==> config.mk <==
export PLATFORM = sky130hd
export DESIGN_NAME = port_change_detect
export DESIGN_NICKNAME = d
export VERILOG_FILES = /design/src/rtl/pcd_pkg.sv /design/src/rtl/pcd_sync.sv /design/src/rtl/pcd_compare.sv /design/src/rtl/pcd_flag_req.sv /design/src/rtl/port_change_detect.sv
export SDC_FILE = /design/constraint.sdc
export NUM_CORES = 1
export LEC_CHECK = 0
export BUFFER_PORTS_ARGS = -buffer_cell sky130_fd_sc_hd__buf_2
export CORE_MARGIN = 2
export CORE_UTILIZATION = 31
export CTS_CLUSTER_SIZE = 20
export DETAILED_ROUTE_END_ITERATION = 8
export HOLD_SLACK_MARGIN = 0.08
export PLACE_DENSITY = 0.49
export SYNTH_ARGS = -nofsm -noshare
export SYNTH_HDL_FRONTEND = slang
export SYNTH_SLANG_ARGS = --single-unit
==> constraint.sdc <==
create_clock -name clk -period 1.35 [get_ports clk]
set_input_delay 0.2025 -clock clk [delete_from_list [all_inputs] [get_ports clk]]
set_output_delay 0.2025 -clock clk [all_outputs]
set_load 0.02 [all_outputs]
==> src/rtl/pcd_pkg.sv <==
package pcd_pkg;
  localparam int unsigned DEF_NPORT = 2;
  localparam int unsigned DEF_PW    = 8;
  localparam int unsigned DEF_SYNC  = 2;

  typedef struct packed {
    logic hi;
    logic lo;
  } req_pair_t;

  function automatic req_pair_t route_req(input logic active, input logic sel_hi);
    req_pair_t r;
    r.hi = active & sel_hi;
    r.lo = active & ~sel_hi;
    return r;
  endfunction
endpackage

==> src/rtl/pcd_sync.sv <==
module pcd_sync #(
  parameter int unsigned W      = 16,
  parameter int unsigned STAGES = 2
) (
  input  logic         clk,
  input  logic         rst,
  input  logic [W-1:0] d,
  output logic [W-1:0] q
);
  logic [W-1:0] stg [STAGES];

  for (genvar k = 0; k < STAGES; k++) begin : g_stage
    if (k == 0) begin : g_first
      always_ff @(posedge clk) begin
        if (rst) stg[k] <= '0;
        else     stg[k] <= d;
      end
    end else begin : g_next
      always_ff @(posedge clk) begin
        if (rst) stg[k] <= '0;
        else     stg[k] <= stg[k-1];
      end
    end
  end

  assign q = stg[STAGES-1];
endmodule

==> src/rtl/pcd_compare.sv <==
module pcd_compare #(
  parameter int unsigned NPORT = 2,
  parameter int unsigned PW    = 8,
  parameter int unsigned SYNC  = 2
) (
  input  logic                clk,
  input  logic                rst,
  input  logic [NPORT*PW-1:0] synced,
  input  logic [NPORT*PW-1:0] mask,
  output logic                any_hit
);
  localparam int unsigned W     = NPORT * PW;
  localparam int unsigned WARM  = SYNC + 1;
  localparam int unsigned CW    = $clog2(WARM + 1);

  logic [W-1:0]     ref_q;
  logic [W-1:0]     mask_q;
  logic [CW-1:0]    warm_cnt;
  logic             armed;
  logic [NPORT-1:0] port_hit;

  always_ff @(posedge clk) begin
    if (rst) begin
      ref_q    <= '0;
      mask_q   <= '0;
      warm_cnt <= '0;
    end else begin
      ref_q  <= synced;
      mask_q <= mask;
      if (!armed) warm_cnt <= warm_cnt + 1'b1;
    end
  end

  assign armed = (warm_cnt == CW'(WARM));

  for (genvar p = 0; p < NPORT; p++) begin : g_port
    logic [PW-1:0] diff;
    logic [PW-1:0] watch;
    assign diff  = synced[p*PW +: PW] ^ ref_q[p*PW +: PW];
    assign watch = mask[p*PW +: PW] & mask_q[p*PW +: PW];
    assign port_hit[p] = |(diff & watch);
  end

  assign any_hit = armed & (|port_hit);
endmodule

==> src/rtl/pcd_flag_req.sv <==
module pcd_flag_req
  import pcd_pkg::*;
(
  input  logic clk,
  input  logic rst,
  input  logic hit,
  input  logic clr,
  input  logic irq_en,
  input  logic prio_high,
  output logic flag,
  output logic irq_hi,
  output logic irq_lo
);
  req_pair_t nxt_req;

  assign nxt_req = route_req(flag & irq_en, prio_high);

  always_ff @(posedge clk) begin
    if (rst) begin
      flag   <= 1'b0;
      irq_hi <= 1'b0;
      irq_lo <= 1'b0;
    end else begin
      flag   <= hit | (flag & ~clr);
      irq_hi <= nxt_req.hi;
      irq_lo <= nxt_req.lo;
    end
  end
endmodule

==> src/rtl/port_change_detect.sv <==
module port_change_detect
  import pcd_pkg::*;
#(
  parameter int unsigned NPORT = DEF_NPORT,
  parameter int unsigned PW    = DEF_PW,
  parameter int unsigned SYNC  = DEF_SYNC
) (
  input  logic                clk,
  input  logic                rst,
  input  logic [NPORT*PW-1:0] port_in,
  input  logic [NPORT*PW-1:0] chg_mask,
  input  logic                irq_en,
  input  logic                prio_high,
  input  logic                flag_clr,
  output logic                chg_flag,
  output logic                irq_hi,
  output logic                irq_lo
);
  localparam int unsigned W = NPORT * PW;

  logic [W-1:0] synced;
  logic         any_hit;

  pcd_sync #(.W(W), .STAGES(SYNC)) u_sync (
    .clk (clk),
    .rst (rst),
    .d   (port_in),
    .q   (synced)
  );

  pcd_compare #(.NPORT(NPORT), .PW(PW), .SYNC(SYNC)) u_cmp (
    .clk     (clk),
    .rst     (rst),
    .synced  (synced),
    .mask    (chg_mask),
    .any_hit (any_hit)
  );

  pcd_flag_req u_req (
    .clk       (clk),
    .rst       (rst),
    .hit       (any_hit),
    .clr       (flag_clr),
    .irq_en    (irq_en),
    .prio_high (prio_high),
    .flag      (chg_flag),
    .irq_hi    (irq_hi),
    .irq_lo    (irq_lo)
  );
endmodule

==> metrics.md <==
| Metric | Value |
|---|---|
| Pwr per Cell Area | `1400 nW/µm²` |
| Clock net sink count | `69` |
| DRC | `0` |
| FF+latch count, synth | `69` |
| Final setup vio count | `0` |
| Layout Skew | `0.00640 ns` |
| Placed inst area | `2450 µm²` |
| Pin count of the biggest net entering global routing | `24` |
| WP data required | `1.58 ns` |
| Syn Area/Cell | `11.4 µm²` |
| R2r setup slk | `around 0.17 ns` |
| Post-Syn Nets | `226` |
| Combinational power share | `7.0%` |
| Top-count cell post-synth | `dfxtp_1` |
| Worst Hold Margin | `0.0946 ns` |
| Root buffer cell | `clkbuf_8` |
| DIE HEIGHT | `87.1 µm` |
| TNS Setup | `0 ns` |
| HP Class | `in2reg` |
| Total of max-cap violations | `0` |
| Vias in the first global route | `1296` |
| Clock Latency Late Sink | `0.34 ns` |
| Layout cell share with drive strength beyond 1 | `22.4%` |
| Top post-synthesis cells by area | `dfxtp_1, nor2b_1, xor2_1, nand3_1, nand4_1` |
| Status | `complete, no violations` |
| Worst-path clk slew | `0.07 ns` |
| Worst setup SP type | `input pin` |
| H-tree levels | `3` |
| Routability-driven placement congestion ratio | `0.728` |
| CTS tree | `yes` |
| Final hold violations | `0` |
| Die W | `roughly 87 µm` |
| Sw Ratio | `a little over a fifth` |
| Via count | `1371` |
| Area leader, netlist | `dfxtp_1` |
| Number of enable flip-flop cells after synthesis | `0` |
| Mapped Cells | `188` |
| Clock Tree Buf Depth | `2` |
| GRT Resource Usage Total | `10.2%` |
| Drt total wl | `3.36 mm` |
| Period utilisation layout | `about 92%` |
| Nets | `roughly 300` |
| Reg power frac | `between 50% and 60%` |
| Pint | `3150 µW` |
| Max IR drop VDD | `0.000700 V` |
| Critical path class | `in2reg` |
| Synth cell types | `17` |
| Share of the synthesized area in the top cell type | `64.5%` |
| Routed Antenna Nets | `0` |
| Slew headroom | `approximately 74%` |
| Synth async-reset ratio | `0%` |
| Clock power frac | `39.3%` |
| Detailed placement HPWL | `2.15 mm` |
| Overflow after GRT | `0` |
| P_leak | `0.00129 µW` |
| Fin area | `approximately 2900 µm²` |
| Diodes inserted | `0` |
| 1st-iter DRT viols | `27` |
| Std-Cell Rows | `30` |
| Area delta synth->final | `34.9%` |
| Die area | `~7600 µm²` |
| Most instantiated cells after synthesis | `dfxtp_1, nor2b_1, xor2_1` |
| Crit-path max FO | `2` |
| Max-slew violations | `0` |
| Period minus WS final | `roughly 1.2 ns` |
| Synth Flop Type | `dfxtp_1` |
| Initial Util | `around a third` |
| Post-CTS setup buffer count | `0` |
| First-pass GRT wire length | `5.64 mm` |
| Core Area | `6760 µm²` |
| Initial antenna violation count | `0` |
| Sequential share of the synthesized area | `approximately 64%` |
| NetSw | `885 µW` |
| Total CTS buffers | `9` |
| Port Buffers | `39` |
| WL per Instance | `9.80 µm` |
| RSZ-0062 raised after global routing | `no` |
| Setup crit end kind | `flip-flop` |
| IO Pins | `40` |
| Arrival time at the worst endpoint | `approximately 1.5 ns` |
| F_max | `805 MHz` |
| Vias per cell | `~4` |
| Slew @ Worst Pin | `between 0.3 and 0.4 ns` |
| DRT Pass-1 Iters | `5` |
| Mapped Area | `2140 µm²` |
| Yosys Warn Count | `0` |
## path summary, 6_finish.rpt
kind	from	end	cells past startpoint
setup reg to reg	u_sync.stg[1][0]$_SDFF_PP0_	u_req.flag$_SDFF_PP0_	5
hold / removal	chg_mask[13]	u_cmp.mask_q[13]$_SDFF_PP0_	2
setup / recovery	chg_mask[1]	u_req.flag$_SDFF_PP0_	6
hold reg to reg	u_sync.stg[0][15]$_SDFF_PP0_	u_sync.stg[1][15]$_SDFF_PP0_	1
## cells by family after synthesis
family	after synthesis	share of synthesized area [%]
compound gates	1	0.233
xor+xnor	17	6.95
fa+ha+maj	1	0.584
buf+inv	7	1.46
flops	69	64.5
mux	1	0.467
simple gates	92	25.8
## sequential cells by signal, summed over array words and instances (netlist names)
| name | flops |
|---|---|
| u_cmp.warm_cnt | 2 |
| u_req.irq_lo | 1 |
| u_req.irq_hi | 1 |
| u_sync.stg | 32 |
| u_req.flag | 1 |
| u_cmp.mask_q | 16 |
| u_cmp.ref_q | 16 |
## power by group through the flow
stage                     combinational [µW]  sequential, µW  clock [µW]
final                                    283            2170        1590
after detailed placement                 233            2220           0
after CTS                                285            2170        1650
after global placement                   232            2210           0
after floorplan                          138            2210           0
after global routing                     323            2180        1750
## area by class of cell
class	instances	area, µm²
sequential	69	1380
multi-input combinational	112	736
fill	681	3870
clock buffer	9	124
clock inverter	7	66.3
timing repair buffer	66	483
tap	80	100
## layout by cell type, fill, tap and decap left out
cell type      netlist  routed
clkinv_2             0       4
o21ai_1              1       1
dfxtp_1             69      69
xor2_1              17      17
nand2_1              1       1
nor4bb_1             1       1
buf_4                0       1
nor2b_1             64      64
and4b_1              1       1
ha_1                 1       1
nand2b_1             1       1
dlygate4sd3_1        0      24
buf_12               0       2
clkinvlp_4           0       1
mux2i_1              1       1
nand3_1             16      16
buf_2                0      39
clkbuf_8             0       9
clkinv_4             0       1
nand4_1              4       4
nor2_1               3       3
nor4_2               0       1
bufinv_16            0       1
## metal layers
layer	share of wire (%)	up-vias	GRT usage, %
met3	7.0	6	6.26
met4	2.0	0	4.62
li1	-	734	-
met2	43	40	15.3
met5	0	-	0
met1	48	591	11.6
## repair_timing
| action | CTS | global route |
|---|---|---|
| endpoints found under the hold margin | 23 | 1 |
| hold buffers | 23 | 1 |
| resized for setup | 0 | 1 |
| endpoints found under the setup margin | 0 | 1 |
## worst max-delay path, cell delays in order
cell           delay, ns
dlygate4sd3_1       0.53
buf_2               0.13
nand3_1             0.07
nand4_1             0.15
nor4_2              0.30
o21ai_1             0.08
## metrics by stage
step | setup WS, ns | cells | total power (µW) | util, %
finish | 0.108 | 343 | 4040 | 42.8
global route | 0.00116 | 343 | 4250 | 42.8
CTS | 0.0907 | 342 | 4110 | 42.5
detailed placement | 0.136 | 303 | 2450 | 36.3
global placement | 0.171 | 303 | 2450 | 36.3
floorplan | 0.311 | 188 | 2350 | -
No activity file was read; power rests on OpenSTA's default activity.
